==> src/rtl/smc_pkg.sv <==
package smc_pkg;
  typedef enum logic [2:0] {
    ST_FREE = 3'd0,
    ST_HOLD = 3'd1,
    ST_LOCK = 3'd2,
    ST_PRE  = 3'd3,
    ST_PRE2 = 3'd4,
    ST_LOL  = 3'd5
  } smc_state_e;

  localparam logic [2:0] ST_LAST = 3'd5;
endpackage

==> src/rtl/smc_pick.sv <==
// Chooses the best input in a mask: lowest priority value, ties to lowest index.
module smc_pick #(
  parameter int N  = 4,
  parameter int PW = 3,
  localparam int IW = (N > 1) ? $clog2(N) : 1
) (
  input  logic [N-1:0]    mask,
  input  logic [N*PW-1:0] prio,
  output logic            any,
  output logic [IW-1:0]   idx,
  output logic [PW-1:0]   win_prio
);
  always_comb begin
    any      = 1'b0;
    idx      = '0;
    win_prio = '0;
    for (int i = 0; i < N; i++) begin
      if (mask[i] && (!any || (prio[i*PW +: PW] < win_prio))) begin
        any      = 1'b1;
        idx      = IW'(i);
        win_prio = prio[i*PW +: PW];
      end
    end
  end
endmodule

==> src/rtl/smc_qual.sv <==
// Per-input disqualification after a lock timeout, plus the alarm strobe.
module smc_qual #(
  parameter int N = 4,
  localparam int IW = (N > 1) ? $clog2(N) : 1
) (
  input  logic          clk,
  input  logic          rst_n,
  input  logic [N-1:0]  in_valid,
  input  logic          expire,
  input  logic [IW-1:0] exp_idx,
  output logic [N-1:0]  usable,
  output logic [N-1:0]  alarm_o
);
  logic [N-1:0] disq;

  for (genvar i = 0; i < N; i++) begin : g_in
    logic hit;
    logic dq;
    logic al;
    assign hit = expire && (exp_idx == IW'(i));
    always_ff @(posedge clk or negedge rst_n) begin
      if (!rst_n) begin
        dq <= 1'b0;
        al <= 1'b0;
      end else begin
        dq <= in_valid[i] & (dq | hit);
        al <= hit;
      end
    end
    assign disq[i]    = dq;
    assign alarm_o[i] = al;
  end

  assign usable = in_valid & ~disq;
endmodule

==> src/rtl/smc_flag.sv <==
// Sticky state-change bit with write-one-to-clear and interrupt gate.
module smc_flag (
  input  logic clk,
  input  logic rst_n,
  input  logic evt,
  input  logic clr,
  input  logic en,
  output logic sticky,
  output logic irq
);
  always_ff @(posedge clk or negedge rst_n) begin
    if (!rst_n) sticky <= 1'b0;
    else        sticky <= evt | (sticky & ~clr);
  end
  assign irq = sticky & en;
endmodule

==> src/rtl/sync_mode_ctrl.sv <==
module sync_mode_ctrl
  import smc_pkg::*;
#(
  parameter int N_IN        = 4,
  parameter int PW          = 3,
  parameter int TO_W        = 8,
  parameter int LOCK_SECS   = 2,
  parameter int SETTLE_SECS = 2,
  parameter int LOL_SECS    = 2,
  localparam int IW  = (N_IN > 1) ? $clog2(N_IN) : 1,
  localparam int LCW = $clog2(LOCK_SECS + 1),
  localparam int AXM = (SETTLE_SECS > LOL_SECS) ? SETTLE_SECS : LOL_SECS,
  localparam int ACW = $clog2(AXM + 1)
) (
  input  logic               clk,
  input  logic               rst_n,
  input  logic               sec_tick,
  input  logic [N_IN-1:0]    in_valid,
  input  logic [N_IN*PW-1:0] prio_i,
  input  logic               phase_lock,
  input  logic               revert_en,
  input  logic [TO_W-1:0]    lock_timeout,
  input  logic               force_we,
  input  logic [2:0]         force_code,
  input  logic               chg_clr,
  input  logic               irq_en,
  output logic [2:0]         state_o,
  output logic [IW-1:0]      sel_o,
  output logic               sel_vld_o,
  output logic [N_IN-1:0]    alarm_o,
  output logic               chg_sticky,
  output logic               irq
);
  smc_state_e     st_q, st_d;
  logic [IW-1:0]  sel_q, sel_d;
  logic           selv_q, selv_d;
  logic [LCW-1:0] lk_q, lk_d;
  logic [TO_W-1:0] to_q, to_d;
  logic [ACW-1:0] ax_q, ax_d;
  logic           expire, restart, chg_evt;

  logic [N_IN-1:0] usable, sel_oh, pick_mask;
  logic            cand_any;
  logic [IW-1:0]   cand_idx;
  logic [PW-1:0]   cand_prio, sel_prio;
  logic            sel_ok, better, to_hit;

  smc_qual #(.N(N_IN)) u_qual (
    .clk(clk), .rst_n(rst_n), .in_valid(in_valid),
    .expire(expire), .exp_idx(sel_q),
    .usable(usable), .alarm_o(alarm_o)
  );

  // The tracked input is left out of the candidate search while it is held.
  assign sel_oh    = N_IN'(1) << sel_q;
  assign pick_mask = usable & ~(sel_oh & {N_IN{selv_q}});

  smc_pick #(.N(N_IN), .PW(PW)) u_pick (
    .mask(pick_mask), .prio(prio_i),
    .any(cand_any), .idx(cand_idx), .win_prio(cand_prio)
  );

  assign sel_prio = prio_i[sel_q*PW +: PW];
  assign sel_ok   = selv_q & usable[sel_q];
  assign better   = revert_en & sel_ok & cand_any & (cand_prio < sel_prio);
  assign to_hit   = (lock_timeout != '0) &&
                    (({1'b0, to_q} + 1'b1) >= {1'b0, lock_timeout});

  always_comb begin
    st_d    = st_q;
    sel_d   = sel_q;
    selv_d  = selv_q;
    lk_d    = lk_q;
    to_d    = to_q;
    ax_d    = ax_q;
    expire  = 1'b0;
    restart = 1'b0;
    if (force_we && (force_code <= ST_LAST)) begin
      st_d = smc_state_e'(force_code);
      lk_d = '0;
      to_d = '0;
      ax_d = '0;
      if (force_code == ST_FREE || force_code == ST_HOLD) selv_d = 1'b0;
    end else begin
      unique case (st_q)
        ST_FREE: begin
          if (cand_any) begin
            st_d   = ST_PRE;
            sel_d  = cand_idx;
            selv_d = 1'b1;
            lk_d   = '0;
            to_d   = '0;
            ax_d   = '0;
          end
        end
        ST_PRE, ST_PRE2: begin
          if (!sel_ok) begin
            lk_d = '0;
            to_d = '0;
            if (cand_any) begin
              st_d    = ST_PRE;
              sel_d   = cand_idx;
              selv_d  = 1'b1;
              ax_d    = '0;
              restart = 1'b1;
            end else begin
              selv_d = 1'b0;
              if (sec_tick) begin
                if (ax_q == ACW'(SETTLE_SECS - 1)) begin
                  st_d = ST_FREE;
                  ax_d = '0;
                end else begin
                  ax_d = ax_q + 1'b1;
                end
              end
            end
          end else if (better) begin
            st_d    = ST_PRE;
            sel_d   = cand_idx;
            lk_d    = '0;
            to_d    = '0;
            ax_d    = '0;
            restart = 1'b1;
          end else if (sec_tick) begin
            if (phase_lock && (lk_q == LCW'(LOCK_SECS - 1))) begin
              st_d = ST_LOCK;
              lk_d = '0;
              to_d = '0;
            end else if (to_hit) begin
              expire = 1'b1;
              st_d   = ST_PRE;
              lk_d   = '0;
              to_d   = '0;
              ax_d   = '0;
              if (cand_any) begin
                sel_d   = cand_idx;
                restart = 1'b1;
              end else begin
                selv_d = 1'b0;
              end
            end else begin
              lk_d = phase_lock ? lk_q + 1'b1 : '0;
              if (to_q != '1) to_d = to_q + 1'b1;
            end
          end
        end
        ST_LOCK: begin
          if (!sel_ok) begin
            st_d   = ST_HOLD;
            selv_d = 1'b0;
          end else if (!phase_lock) begin
            st_d = ST_LOL;
            ax_d = '0;
          end else if (better) begin
            st_d    = ST_PRE;
            sel_d   = cand_idx;
            lk_d    = '0;
            to_d    = '0;
            restart = 1'b1;
          end
        end
        ST_LOL: begin
          if (!sel_ok) begin
            st_d   = ST_HOLD;
            selv_d = 1'b0;
          end else if (phase_lock) begin
            st_d = ST_LOCK;
          end else if (sec_tick) begin
            if (ax_q == ACW'(LOL_SECS - 1)) begin
              st_d = ST_PRE2;
              ax_d = '0;
              lk_d = '0;
              to_d = '0;
            end else begin
              ax_d = ax_q + 1'b1;
            end
          end
        end
        ST_HOLD: begin
          if (cand_any) begin
            st_d   = ST_PRE2;
            sel_d  = cand_idx;
            selv_d = 1'b1;
            lk_d   = '0;
            to_d   = '0;
            ax_d   = '0;
          end
        end
        default: begin
          st_d   = ST_FREE;
          selv_d = 1'b0;
        end
      endcase
    end
  end

  always_ff @(posedge clk or negedge rst_n) begin
    if (!rst_n) begin
      st_q   <= ST_FREE;
      sel_q  <= '0;
      selv_q <= 1'b0;
      lk_q   <= '0;
      to_q   <= '0;
      ax_q   <= '0;
    end else begin
      st_q   <= st_d;
      sel_q  <= sel_d;
      selv_q <= selv_d;
      lk_q   <= lk_d;
      to_q   <= to_d;
      ax_q   <= ax_d;
    end
  end

  assign chg_evt = (st_d != st_q) | restart;

  smc_flag u_flag (
    .clk(clk), .rst_n(rst_n), .evt(chg_evt), .clr(chg_clr), .en(irq_en),
    .sticky(chg_sticky), .irq(irq)
  );

  assign state_o   = st_q;
  assign sel_o     = sel_q;
  assign sel_vld_o = selv_q;
endmodule

==> config.mk <==
export PLATFORM = sky130hd
export DESIGN_NAME = sync_mode_ctrl
export DESIGN_NICKNAME = d
export VERILOG_FILES = /design/src/rtl/smc_pkg.sv /design/src/rtl/smc_pick.sv /design/src/rtl/smc_qual.sv /design/src/rtl/smc_flag.sv /design/src/rtl/sync_mode_ctrl.sv
export SDC_FILE = /design/constraint.sdc
export NUM_CORES = 1
export LEC_CHECK = 0
export BUFFER_PORTS_ARGS = -buffer_cell sky130_fd_sc_hd__clkbuf_2
export CORE_MARGIN = 4
export CORE_UTILIZATION = 52
export CTS_CLUSTER_DIAMETER = 80
export DETAILED_ROUTE_END_ITERATION = 8
export PLACE_DENSITY = 0.85
export REMOVE_ABC_BUFFERS = 1
export SKIP_LAST_GASP = 1
export SYNTH_ARGS = -nofsm -noshare
export SYNTH_HDL_FRONTEND = slang
export SYNTH_HIERARCHICAL = 1
export SYNTH_SLANG_ARGS = --single-unit
export TNS_END_PERCENT = 100
==> constraint.sdc <==
create_clock -name clk -period 5.85 [get_ports clk]
set_input_delay 0.2925 -clock clk [delete_from_list [all_inputs] [get_ports clk]]
set_output_delay 0.2925 -clock clk [all_outputs]
set_load 0.05 [all_outputs]
* Yosys cells after proc, flatten, opt, wreduce, memory -nomap -nowiden
Cells that the tools add are included.
** Word-level totals
- Bits in registers :: 27
- Input bits :: 35
- Output and inout bits :: 12
- Word-level logic and storage cells :: 239
** Operators by class
- $add $sub $neg :: 4
- Multipliers :: 1
- Magnitude comparators :: 7
- Eq/ne operators :: 39
- Shift-type cells :: 2
- Mux-type cells :: 117
- Bitwise logic cells :: 23
- Reduce and logical (&&, ||, !) cells :: 31
** Operators with widths (count)
- $mux 8 :: 15
- $mux 2 :: 39
- $mux 3 :: 22
- $mux 1 :: 33
- $ne 4x4->1 const B :: 8
- $pmux 8 s4 :: 1
- $ne 3x3->1 const B :: 8
- $pmux 2 s4 :: 2
- $reduce_and 8->1 :: 2
- $ne 5x5->1 const B :: 3
- $pmux 3 s5 :: 1
- $and 4x4->4 :: 3
- $lt 3x3->1 :: 4
- $shiftx 12x5->3 :: 1
- $reduce_and 11->1 :: 1
- $and 1x1->1 :: 10
- $logic_and 1x1->1 :: 10
- $reduce_and 10->1 :: 1
- $add 8x1->9 const B :: 1
- $ge 9x8->1 :: 1
- $reduce_and 9->1 :: 1
- $add 8x1->8 const B :: 1
- $ne 8x8->1 const B :: 1
- $not 4->4 :: 2
- 30 further kinds :: 53

* Longest topological paths before layout
Gate-level depths: netlist (run 1).
- Depth after elaboration :: 27
- Gate-level depth with buffers :: 30
- Depth with buffers taken out :: 28

* Hierarchy
The synthesis (run 1) kept the hierarchy.
** By module, submodules not included
- sync_mode_ctrl :: times used 1, cells an instance 267, area an instance 2130.8 µm², seq. area each 450.4 µm²
- smc_pick :: times used 1, cells an instance 61, area an instance 459.2 µm², seq. area each 0.0 µm²
- smc_qual :: times used 1, cells an instance 24, area an instance 322.8 µm², seq. area each 200.2 µm²
- smc_flag :: times used 1, cells an instance 4, area an instance 42.5 µm², seq. area each 25.0 µm²

* Worst setup path after synthesis (run 1)
Ideal clock, no wire load.
- Path kind :: register to register
- Start point :: register sel_q[0] (netlist: sel_o[0])
- End point :: register u_flag.sticky
- Library setup time :: 0.118 ns
- Arrival time :: 6.291 ns
- Data required time :: 5.732 ns
- Path slack :: -0.559 ns
- Stages on the path, launching flop included :: 31
- Path buffers :: 2
- Period minus slack after synthesis :: 6.409 ns
- Cells stage by stage :: dfrtp_1 buf_4 nand2b_1 o21a_1 buf_6 nand2_1 ha_1 nand2_1 o211a_1 o21ai_0 and2_1 ha_1 a21oi_1 o211ai_1 a31o_2 a31oi_1 inv_1 ha_1 a211oi_1 o211a_1 a21boi_4 mux2_4 ha_1 nand3b_1 nand2b_1 o211ai_2 nor2_1 o21ai_0 mux2i_1 or4_1 a21o_1
** Between the ends
- Longest elaborated chain between the ends :: 27
- Elaborated cells on any way between the ends :: 58
- Those cells by class :: 1 x mul; 4 x order compare; 1 x eq/ne; 2 x shift; 32 x mux; 9 x bitwise; 9 x reduce/logical
** RTL lines
- start: declaration :: line sync_mode_ctrl.sv:35 : logic [IW-1:0] sel_q, sel_d;
- start signal: assignment :: line sync_mode_ctrl.sv:207 : sel_q <= sel_d;
- $shl 1x2->4 * :: line sync_mode_ctrl.sv:55 : assign sel_oh = N_IN'(1) << sel_q;
- $and 4x4->4 * :: line sync_mode_ctrl.sv:56 : assign pick_mask = usable & ~(sel_oh & {N_IN{selv_q}});
- $not 4->4 * :: line sync_mode_ctrl.sv:56
- $and 4x4->4 * :: line sync_mode_ctrl.sv:56
- net pick_mask[0] :: line sync_mode_ctrl.sv:42 : logic [N_IN-1:0] usable, sel_oh, pick_mask;
- $mux 3 / $mux 1 (equally long branches) :: line smc_pick.sv:18 : if (mask[i] && (!any || (prio[i*PW +: PW] < win_prio))) begin
- $lt 3x3->1 / $logic_not 1->1 (equally long branches) :: line smc_pick.sv:18
- $logic_or 1x1->1 :: line smc_pick.sv:18
- (+10 left out)
- net cand_prio[2] :: line sync_mode_ctrl.sv:45 : logic [PW-1:0] cand_prio, sel_prio;
- (+3 left out)
- $mux 3 :: line sync_mode_ctrl.sv:151 : end else if (!phase_lock) begin
- $mux 3 :: line sync_mode_ctrl.sv:148 : if (!sel_ok) begin
- $pmux 3 s5 :: line sync_mode_ctrl.sv:85 : unique case (st_q)
- $mux 3 :: line sync_mode_ctrl.sv:78 : if (force_we && (force_code <= ST_LAST)) begin
- $ne 3x3->1 :: line sync_mode_ctrl.sv:215 : assign chg_evt = (st_d != st_q) | restart;
- $or 1x1->1 * :: line sync_mode_ctrl.sv:215
- net chg_evt :: line sync_mode_ctrl.sv:40 : logic expire, restart, chg_evt;
- $or 1x1->1 * :: line smc_flag.sv:13 : else sticky <= evt | (sticky & ~clr);
- end signal: assignment :: line smc_flag.sv:13
- end: declaration :: line smc_flag.sv:8 : output logic sticky,
The timed path passes the listed nets; every way through them passes the cells marked *. The select of a mux whose other input is x is not followed.
A chain may end at the register's enable or synchronous reset.

* Final worst setup path (run 1)
- Start point :: register sel_q[0] (netlist: sel_o[0])
- End point :: register to_q[0]
** Between the ends
- Longest elaborated chain between the ends :: 23
- Elaborated cells on any way between the ends :: 44
- Those cells by class :: 1 x mul; 4 x order compare; 6 x eq/ne; 2 x shift; 14 x mux; 7 x bitwise; 10 x reduce/logical
** RTL lines
- $shl 1x2->4 * :: line sync_mode_ctrl.sv:55
- $and 4x4->4 * :: line sync_mode_ctrl.sv:56
- $not 4->4 * :: line sync_mode_ctrl.sv:56
- $and 4x4->4 * :: line sync_mode_ctrl.sv:56
- net pick_mask[0] :: line sync_mode_ctrl.sv:42
- $mux 3 / $mux 1 (equally long branches) :: line smc_pick.sv:18
- $lt 3x3->1 / $logic_not 1->1 (equally long branches) :: line smc_pick.sv:18
- $logic_or 1x1->1 :: line smc_pick.sv:18
- (+9 left out)
- $mux 3 * :: line smc_pick.sv:18
- net cand_prio[1] :: line sync_mode_ctrl.sv:45
- $lt 3x3->1 * :: line sync_mode_ctrl.sv:65 : assign better = revert_en & sel_ok & cand_any & (cand_prio < sel_prio);
- $and 1x1->1 * :: line sync_mode_ctrl.sv:65
- $mux 8 :: line sync_mode_ctrl.sv:117 : end else if (better) begin
- $mux 8 :: line sync_mode_ctrl.sv:97 : if (!sel_ok) begin
- $pmux 8 s4 :: line sync_mode_ctrl.sv:85
- $mux 8 :: line sync_mode_ctrl.sv:78
- end signal: assignment :: line sync_mode_ctrl.sv:210 : to_q <= to_d;
- end: declaration :: line sync_mode_ctrl.sv:38 : logic [TO_W-1:0] to_q, to_d;
Marks and branches as above.

==> impl_results.md, run 1 <==
* Inserted Clock Buffers at 3
* Synth area leader: dfrtp_1
* Die area at 0.00695 mm²
* Initial antenna violation count at 0
* Tightest Pin Transition at 0.811 ns
* Failing checks: setup timing
* Antenna viol nets, final at 0
* H-tree depth at 1
* Placed cells at 479
* Final hold vios at 0
* Clock slew at reported path FFs at ~0.11 ns
* Slew HR at 0.455
* First-pass DRT Iterations at 5
* Setup crit end kind: flip-flop
* Proportion of synthesized chip area in sequential cells at 0.229
* CTS tree: done
* Std-Cell Rows at 27
* Critical-path maximum fanout at 8
* VDD IR max at 278 µV
* Post-Syn Instances at between 300 and 400
* Antenna diodes at 0
* Die X at 83.4 µm
* Critical path's largest stage delay at between 0.3 and 0.4 ns
* Synth Cell Area at a little under 0.003 mm²
* Number of max-cap violations at 0
* GP Congestion at 0.874
* Via Count at 3147
* Count leader, synth: nand2_1
* Flop and latch count out of synthesis at 27
* Met3 Track Usage GR at 0.0446
* Fin nets at 475
* Critical path type: reg -> reg
* Skew final at 0.0107 ns
* Syn_area_per_cell at 8.30 µm²
* CP max stage cell: or3_1
* Post-synth top cells: 33 x nand2_1, 28 x inv_1, 27 x dfrtp_1
* CTS Sinks at 27
* I/O Pins at 47
* Vias per Instance at 6.38
* Minimum clock period at a little under 6 ns
* CTS Root Cell: clkbuf_8
* Cell mode on critical path: ha_4
* Initial core utilization at 0.537
* Setup WS pre-CTS at -0.418 ns
* Comb pwr share at 0.745
* Drc violations at 0
* Crit share post-route at 1.02
* Yosys warns at 6
* Post-DP HPWL at roughly 5900 µm
* Remaining global-route overflow at 0
* Synth top area share at 0.229
* Tightest Hold Check Type: in -> async
* Pwr dens at 413 mW/mm²
* Clk network pwr share at 0.076
* Non-Filler Instances at around 490
* Sequential share of power at 0.179
* Worst EP required at 6.02 ns
* Met2 usage at 0.364
* Leakage at about 1.8 nW
* Total GRT Usage at 0.226
* Total core area at 0.00551 mm²
* Endpoints failing setup at 11
* Area growth syn-to-layout at 27.4%
* Synth area leaders: dfrtp_1 23%, ha_1 7.6%, a21oi_1 4.2%
* Startpoint types: flip-flop
* Detailed router's first-iteration violation count at 269
* Met1 Resource Use GR at 0.294
* First-pass GRT wire length at 13300 µm
* Vias in the first global route at 2924
* Die Y-Extent at 83.4 µm
* DRT Wirelength at approximately 8800 µm
* Status: finished with violations
* Largest net degree at the start of global routing at 28
* WL/cell at around 18 µm
* Switching share of power at 0.505
* Internal power at around 0.00077 W
* Gr busiest metal: met2
* Cell variety after synth at 71
* Number of enable flip-flop cells after synthesis at 0
* RSZ-0062 raised after global routing: yes
* Share of cells above drive strength 1 at 0.361
* Worst Path Arrival at 6.14 ns
* Maximum clock frequency at 168 MHz
* Worst skew pair latency at 0.29 ns
* PortBufs at between 40 and 50
* Clk buf depth at 2
* Main synth FF type: dfrtp_1
* Async SR Flop Fraction at 1.00
* Final WS setup at -0.113 ns
* Max-slew violations at 0
* Sw Pwr at roughly 0.00078 W
==> layout by cell type, fill, tap and decap left out, types with 4 or more instances in the layout <==
cell type / Yosys / layout
ha_4: 0 / 8
ha_1: 18 / 10
or3_1: 4 / 4
mux2i_1: 6 / 6
nand2_2: 0 / 5
dfrtp_1: 27 / 27
nand2_1: 33 / 28
nor3_1: 13 / 12
nor2b_1: 8 / 6
o21ai_2: 1 / 4
and2_1: 7 / 5
buf_4: 5 / 31
mux2_2: 8 / 7
o21ai_0: 19 / 16
inv_1: 28 / 26
nor2_1: 16 / 16
mux2_4: 3 / 4
nand4_1: 4 / 4
and3b_1: 5 / 5
a21o_1: 4 / 4
a21oi_1: 25 / 24
nand2b_1: 6 / 5
o21a_1: 7 / 7
xnor2_1: 5 / 5
nand3_1: 11 / 10
clkbuf_2: 0 / 46
==> sequential cells by signal, summed over array words and instances, names as in the netlist <==
| name | count |
|---|---|
| to_q | 8 |
| u_qual/g_in.al | 4 |
| u_qual/g_in.dq | 4 |
| state_o | 3 |
| ax_q | 2 |
| lk_q | 2 |
| sel_o | 2 |
| sel_vld_o | 1 |
| u_flag/sticky | 1 |
==> repair_timing <==
item | CTS | global route
gates cloned | 0 | 0
pin swaps | 6 | 31
setup endpoints to repair | 22 | 25
buffers inserted | 3 | 7
resized for setup | 17 | 39
hold buffers | 0 | 0
==> cell families (layout without fill, tap and decap cells) <==
family | Yosys count | in the layout | share of synthesized area
flip-flops | 27 | 27 | 0.229
buffers and inverters | 47 | 112 | 0.0754
multiplexers | 19 | 19 | 0.0838
AND/OR/NAND/NOR | 133 | 133 | 0.250
adder cells (fa/ha/maj) | 18 | 18 | 0.0762
XOR/XNOR | 7 | 7 | 0.0207
AO/OA/AOI/OAI | 105 | 105 | 0.265
==> power groups by stage <==
stage	logic, W	registers (W)	clock network [W]
6_report	0.00116	0.000278	0.000118
5_1_grt	0.00123	0.000286	0.000131
4_1_cts	0.000967	0.000275	0.000120
3_5_place_dp	0.000909	0.000279	0
3_3_place_gp	0.000882	0.000275	0
2_1_floorplan	0.000545	0.000362	0
==> path summary, 6_finish.rpt <==
path                                   start                 to  slack (ns)  depth (start not counted)
setup / recovery                    sel_o[0]            to_q[0]       -0.11                         29
hold / removal                         rst_n         state_o[0]        0.03                          1
hold reg to reg            u_qual/g_in[2].dq  u_qual/g_in[2].dq        0.50                          1
max in group asynchronous              rst_n            to_q[0]        5.36                          1
min in group clk                 in_valid[2]  u_qual/g_in[2].dq        0.21                          2
setup reg to reg                    sel_o[0]            to_q[0]       -0.11                         29
==> per-stage QoR <==
step	total power, W	TNS (ns)	hold slack, ns	instance area (µm²)	util
2_1_floorplan	0.000907	-6.62	-0.00309	2840	-
3_3_place_gp	0.00116	-0.596	0.356	3340	0.606
3_5_place_dp	0.00119	-5.50	0.372	3340	0.606
4_1_cts	0.00136	0	0.0561	3500	0.635
5_1_grt	0.00165	-3.55	0.0859	3760	0.684
6_report	0.00155	-0.954	0.0299	3760	0.684
==> layout make-up <==
class	instances	area (µm²)
clock buffer	3	41.3
clock inverter	1	8.76
fill	406	1740
inverter	28	105
multi-input combinational	282	2350
sequential	27	676
tap	72	90.1
timing repair buffer	80	497
==> critical path, delay by kind of cell, from the launching register on <==
kind	cells	cell delay (ns)
AOI/OAI and AO/OA	12	1.99
and+or+nand+nor	6	1.14
muxes	2	0.66
adders and majority gates	4	0.95
DFF	1	0.38
buffers and inverters	5	0.75
==> layer usage <==
metal	part of all wire	wire, µm
met4	0.041	358
met3	0.085	750
met2	0.48	4260
met1	0.39	3450
met5	0	0
Power figures use the tool's default switching activity.
==> run 2, diff against run 1 <==
--- a/config.mk
+++ b/config.mk
@@ -6,12 +6,11 @@
 export NUM_CORES = 1
 export LEC_CHECK = 0
 export BUFFER_PORTS_ARGS = -buffer_cell sky130_fd_sc_hd__clkbuf_2
-export CORE_MARGIN = 4
+export CORE_MARGIN = 2
 export CORE_UTILIZATION = 52
 export CTS_CLUSTER_DIAMETER = 80
 export DETAILED_ROUTE_END_ITERATION = 8
 export PLACE_DENSITY = 0.85
-export REMOVE_ABC_BUFFERS = 1
 export SKIP_LAST_GASP = 1
 export SYNTH_ARGS = -nofsm -noshare
 export SYNTH_HDL_FRONTEND = slang
==> impl_results.md, run 2 (synthesis results as in run 1) <==
* Initial antenna violation count at 0 (unchanged)
* Most frequent cells in the layout: 46 x clkbuf_2, 28 x nand2_1, 27 x inv_1, 25 x dfrtp_1, 25 x buf_4 (was 46 x clkbuf_2, 31 x buf_4, 28 x nand2_1, 27 x dfrtp_1, 26 x inv_1)
* Detailed router's first-iteration violation count at 252 (was 269)
* Remaining global-route overflow at 0 (unchanged)
* Initial core utilization at 0.537 (unchanged)
* # fillers at 413 (was 406)
* Biggest register: to_q (unchanged)
* Final Cell Area at 0.00367 mm² (was 0.00376 mm²)
* Worst r2r src: sel_vld_o (was sel_o[0])
* Failing checks: setup timing (unchanged)
* Largest net degree at the start of global routing at 28 (unchanged)
* GP Congestion at 0.898 (was 0.874)
* Worst Path Arrival at 6.08 ns (was 6.14 ns)
* Setup crit end kind: flip-flop (unchanged)
* Max-slew violations at 0 (unchanged)
* Die area at 0.00630 mm² (was 0.00695 mm²)
* Vias in the first global route at 2828 (was 2924)
* VDD IR max at 335 µV (was 278 µV)
* Max reg flops at 8 (unchanged)
* Post-DP HPWL at 5710 µm (was 5940 µm)
* RSZ-0062 raised after global routing: yes (unchanged)
* Commonest non-fill, non-tap cell in the layout: clkbuf_2 (unchanged)
* CP max stage cell: dfrtp_1 (was or3_1)
* Non-Filler Instances at 484 (was 493)
* RR Endpoint: to_q[5] (was to_q[0])
* Antenna diodes at 0 (unchanged)
* First-pass GRT wire length at 12800 µm (was 13300 µm)
* DP Area at 0.00328 mm² (was 0.00334 mm²)
* Vias per Instance at 6.26 (was 6.38)
* Footprint of the multi-input gates at 0.00233 mm² (was 0.00235 mm²)
* Post-CTS Hold Buffers at 0 (unchanged)
* Tightest Hold Check Type: in -> async (unchanged)
* Final hold vios at 0 (unchanged)
* Cell mode on critical path: ha_4 (unchanged)
* Die Y-Extent at 79.4 µm (was 83.4 µm)
* Pwr dens at 395 mW/mm² (was 413 mW/mm²)
* PortBufs at 46 (unchanged)
* DRT Wirelength at 8380 µm (was 8820 µm)
* Critical path's largest stage delay at 0.43 ns (was 0.39 ns)
* Status: finished with violations (unchanged)
* CTS Root Cell: clkbuf_8 (unchanged)
* H-tree depth at 1 (unchanged)
* Critical-path maximum fanout at 8 (unchanged)
* WL/cell at 17.3 µm (was 17.9 µm)
* I/O Pins at 47 (unchanged)
* Setup WS pre-CTS at -0.175 ns (was -0.418 ns)
* Std-Cell Rows at 27 (unchanged)
* Worst skew pair latency at 0.28 ns (was 0.29 ns)
* Clk buf depth at 2 (unchanged)
* Number of max-cap violations at 0 (unchanged)
* R2R Setup Slk at -0.06 ns (was -0.11 ns)
* Clock slew at reported path FFs at 0.10 ns (was 0.11 ns)
* Area growth syn-to-layout at 24.3% (was 27.4%)
* Slew HR at 0.501 (was 0.455)
* Placed cells at 461 (was 479)
* Drc violations at 0 (unchanged)
* Worst r2r path cells at 29 (unchanged)
* CTS Sinks at 27 (unchanged)
* Register Area at 678 µm² (was 676 µm²)
* Share of cells above drive strength 1 at 0.357 (was 0.361)
* CTS tree: done (unchanged)
* Via Count at 3031 (was 3147)
* TNS Setup at -0.350 ns (was -0.954 ns)
* Maximum clock frequency at 169 MHz (was 168 MHz)
* Total GRT Usage at 0.247 (was 0.226)
* Final WS setup at -0.0558 ns (was -0.113 ns)
* Total core area at 0.00551 mm² (unchanged)
* Antenna viol nets, final at 0 (unchanged)
* Endpoints failing setup at 10 (was 11)
* Tightest Pin Transition at 0.747 ns (was 0.811 ns)
* Critical path type: reg -> reg (unchanged)
* Fin nets at 466 (was 475)
* Startpoint types: flip-flop (unchanged)
* Leakage at 1.72 nW (was 1.79 nW)
* Worst EP required at 6.02 ns (about the same)
* Minimum clock period at 5.91 ns (was 5.96 ns)
* Regs by FF count: to_q x8, u_qual/g_in.al x4, u_qual/g_in.dq x4 (unchanged)
* Crit share post-route at 1.01 (was 1.02)
* Syn_nets at 409
* Inserted Clock Buffers at 3 (unchanged)
* Die X at 79.4 µm (was 83.4 µm)
* First-pass DRT Iterations at 5 (unchanged)
* Skew final at 0.00493 ns (was 0.0107 ns)
run 2: cell types whose count changed in the layout (fill, tap and decap cells not counted), sizes merged:
cell  delta
buf      -9
run 2: critical path: cells and delay by family (launching register included):
family / cells / cell delay [ns]
buffers and inverters: 4 / 0.60
AO/OA/AOI/OAI: 11 / 2.06
multiplexers: 2 / 0.69
AND/OR/NAND/NOR: 8 / 1.02
flip-flops: 1 / 0.43
adder cells (fa/ha/maj): 4 / 0.97
run 2: per-layer routing:
layer | GRT usage | up-vias | wire length [µm]
met1 | 0.329 | 1425 | 3560
met3 | 0.0305 | 25 | 473
met5 | 0 | - | 0
met4 | 0.0586 | 0 | 306
met2 | 0.429 | 154 | 4040
li1 | - | 1427 | -
run 2: how the worst max path moves through the flow:
stage / startpoint / end / slack (ns) / depth (start not counted)
floorplan: sel_o[0] / u_flag/sticky / 0.01 / 30
global placement: in_valid[0] / u_flag/sticky / 0.1 / 29
detailed placement: in_valid[0] / u_flag/sticky / -0.17 / 29
CTS: u_qual/g_in[0].dq / u_flag/sticky / 0.02 / 28
global route: u_qual/g_in[0].dq / u_flag/sticky / -0.32 / 29
finish: sel_vld_o / to_q[5] / -0.06 / 29
run 2: area by class of cell:
type / instances / share of cell area
flip-flops and latches: 27 / 0.185
inverters: 28 / 0.0286
multi-input cells: 282 / 0.635
clock inverters: 1 / 0.00238
clock buffers: 3 / 0.0112
repair buffers: 71 / 0.114
well taps: 72 / 0.0245
run 2: per-stage QoR:
stage	utilization	total power (W)	hold slack [ns]
6_report	0.667	0.00145	0.0334
5_1_grt	0.667	0.00154	0.0769
4_1_cts	0.625	0.00132	0.0564
3_5_place_dp	0.595	0.00117	0.367
3_3_place_gp	0.595	0.00114	0.356
2_1_floorplan	-	0.000997	-0.00309
run 2: what timing repair did:
item	in CTS	in global routing
pin swaps	7	19
cloned	0	0
resized for setup	8	28
setup buffers	10	9
endpoints found under the setup margin	10	22
run 2: report_power, final:
group          total (W)  internal, W  switching [W]  leakage (nW)
combinational    0.00106     0.000444       0.000611          1.34
sequential      0.000282     0.000214      0.0000679         0.358
clock           0.000114    0.0000501      0.0000643        0.0261
total            0.00145     0.000708       0.000744          1.72
==> run 3, diff against run 2 <==
--- a/config.mk
+++ b/config.mk
@@ -11,6 +11,7 @@
 export CTS_CLUSTER_DIAMETER = 80
 export DETAILED_ROUTE_END_ITERATION = 8
 export PLACE_DENSITY = 0.85
+export REMOVE_ABC_BUFFERS = 1
 export SKIP_LAST_GASP = 1
 export SYNTH_ARGS = -nofsm -noshare
 export SYNTH_HDL_FRONTEND = slang
==> impl_results.md, run 3 (synthesis results as in run 1) <==
* Final hold vios at 0 (unchanged)
* Commonest non-fill, non-tap cell in the layout: clkbuf_2 (unchanged)
* H-tree depth at 1 (unchanged)
* Clock slew at reported path FFs at 0.11 ns (was 0.10 ns)
* Startpoint types: flip-flop (unchanged)
* Crit path from: u_qual/g_in[0].dq (was sel_vld_o)
* Drc violations at 0 (unchanged)
* Vias per Instance at 6.28 (was 6.26)
* Setup crit end kind: flip-flop (unchanged)
* Inserted Clock Buffers at 3 (unchanged)
* Die area at 0.00630 mm² (unchanged)
* Max reg flops at 8 (unchanged)
* Clk buf depth at 2 (unchanged)
* Tightest Hold Check Type: in -> async (unchanged)
* Pwr dens at 398 mW/mm² (was 395 mW/mm²)
* Number of max-cap violations at 0 (unchanged)
* Final Cell Area at 0.00375 mm² (was 0.00367 mm²)
* PortBufs at 46 (unchanged)
* Crit share post-route at 1.02 (was 1.01)
* Most frequent cells in the layout: 46 x clkbuf_2, 34 x buf_4, 29 x nand2_1, 27 x inv_1, 27 x dfrtp_1 (was 46 x clkbuf_2, 28 x nand2_1, 27 x inv_1, 25 x dfrtp_1, 25 x buf_4)
* Total core area at 0.00551 mm² (unchanged)
* Max-slew violations at 0 (unchanged)
* Critical-path maximum fanout at 8 (unchanged)
* Leakage at 1.78 nW (was 1.72 nW)
* CP max stage cell: dfrtp_1 (unchanged)
* RSZ-0062 raised after global routing: yes (unchanged)
* Initial antenna violation count at 0 (unchanged)
* Worst EP required at 6.03 ns (was 6.02 ns)
* Gr busiest metal: met2 (unchanged)
* Vias in the first global route at 2848 (was 2828)
* Skew final at 0.00721 ns (was 0.00493 ns)
* Die X at 79.4 µm (unchanged)
* Failing checks: setup timing (unchanged)
* CTS tree: done (unchanged)
* Regs by FF count: to_q x8, u_qual/g_in.al x4, u_qual/g_in.dq x4 (unchanged)
* Worst Path Arrival at 6.16 ns (was 6.08 ns)
* I/O Pins at 47 (unchanged)
* Antenna viol nets, final at 0 (unchanged)
* Met1 Resource Use GR at 0.348 (was 0.329)
* Slew HR at 0.491 (was 0.501)
* Minimum clock period at 5.98 ns (was 5.91 ns)
* Final WS setup at -0.127 ns (was -0.0558 ns)
* Critical path's largest stage delay at 0.41 ns (was 0.43 ns)
* Antenna diodes at 0 (unchanged)
* Fin nets at 477 (was 466)
* Via Count at 3107 (was 3031)
* Status: finished with violations (unchanged)
* Endpoints failing setup at 13 (was 10)
* Total GRT Usage at 0.258 (was 0.247)
* Worst r2r src: u_qual/g_in[0].dq (was sel_vld_o)
* Std-Cell Rows at 27 (unchanged)
* Post-DP HPWL at 5920 µm (was 5710 µm)
* VDD IR max at 291 µV (was 335 µV)
* DRT Wirelength at 8270 µm (was 8380 µm)
* WL/cell at 16.7 µm (was 17.3 µm)
* Share of cells above drive strength 1 at 0.355 (was 0.357)
* Remaining global-route overflow at 0 (unchanged)
* GP Congestion at 0.946 (was 0.898)
* Initial core utilization at 0.537 (unchanged)
* Die Y-Extent at 79.4 µm (unchanged)
* DP Area at 0.00333 mm² (was 0.00328 mm²)
* Met3 Track Usage GR at 0.0260 (was 0.0305)
* TNS Setup at -1.22 ns (was -0.350 ns)
* Worst skew pair latency at 0.29 ns (was 0.28 ns)
* Maximum clock frequency at 167 MHz (was 169 MHz)
* CTS Sinks at 27 (unchanged)
* Post-CTS Hold Buffers at 0 (unchanged)
* Critical path type: reg -> reg (unchanged)
* CTS Root Cell: clkbuf_8 (unchanged)
* Biggest register: to_q (unchanged)
* Met2 usage at 0.441 (was 0.429)
* Area growth syn-to-layout at 26.8% (was 24.3%)
* Tightest Pin Transition at 0.757 ns (was 0.747 ns)
* Largest net degree at the start of global routing at 28 (unchanged)
* First-pass GRT wire length at 13100 µm (was 12800 µm)
* Worst hold slack at 0.0206 ns (was 0.0334 ns)
* First-pass DRT Iterations at 5 (unchanged)
* Detailed router's first-iteration violation count at 338 (was 252)
[run 3: cell types whose count changed in the layout (fill, tap and decap cells not counted), moves of 2 or more]
cell | previous run | this run
or3_1 | 2 | 4
dfrtp_1 | 25 | 27
or3_4 | 2 | 0
buf_4 | 25 | 34
buf_6 | 0 | 2
dfrtp_2 | 2 | 0
[run 3: path summary, 6_finish.rpt]
kind,end,slack [ns],cells past startpoint
max in group asynchronous,u_qual/g_in[3].dq,5.39,1
worst max-delay path,to_q[5],-0.13,29
worst min-delay path,u_flag/sticky,0.02,1
min in group clk,u_qual/g_in[0].dq,0.21,2
worst max register to register,to_q[5],-0.13,29
worst min register to register,ax_q[1],0.50,2
[run 3: per-layer routing]
layer  vias up  wire [µm]
li1       1449          -
met1      1452       3420
met2       173       3970
met3        33        640
met4         0        251
met5         -          0
[run 3: critical path, delay by kind of cell, from the launching register on]
kind,cells,cell delay [ns]
flip-flops,1,0.41
adder cells (fa/ha/maj),4,0.82
AND/OR/NAND/NOR,7,0.96
AO/OA/AOI/OAI,13,2.62
buffers and inverters,3,0.38
multiplexers,2,0.64
[run 3: area by class of cell]
| cell class | count | area, µm² |
|---|---|---|
| tap | 72 | 90.1 |
| multi-input combinational | 282 | 2320 |
| fill | 417 | 1760 |
| inverter | 28 | 105 |
| clock inverter | 1 | 8.76 |
| timing repair buffer | 82 | 508 |
| sequential | 27 | 676 |
| clock buffer | 3 | 41.3 |
[run 3: report_power, final]
group,internal [W],total (W),leakage (nW),switching [W]
registers,0.000213,0.000278,0.360,0.0000651
clock network,0.0000503,0.000118,0.0261,0.0000680
logic,0.000477,0.00109,1.39,0.000617
total,0.000740,0.00149,1.78,0.000750
[run 3: timing repair]
action | 4_1_cts | 5_1_grt
resized for setup | 16 | 30
pin swaps | 10 | 26
setup endpoints to repair | 24 | 25
buffers inserted | 9 | 5
[run 3: through the flow]
step | total power (W) | util | std cells | setup WS [ns]
2_1_floorplan | 0.000907 | - | 337 | -0.601
3_3_place_gp | 0.00116 | 0.605 | 478 | -0.122
3_5_place_dp | 0.00118 | 0.605 | 478 | -0.486
4_1_cts | 0.00137 | 0.641 | 491 | -0.0261
5_1_grt | 0.00159 | 0.681 | 495 | -0.371
6_report | 0.00149 | 0.681 | 495 | -0.127
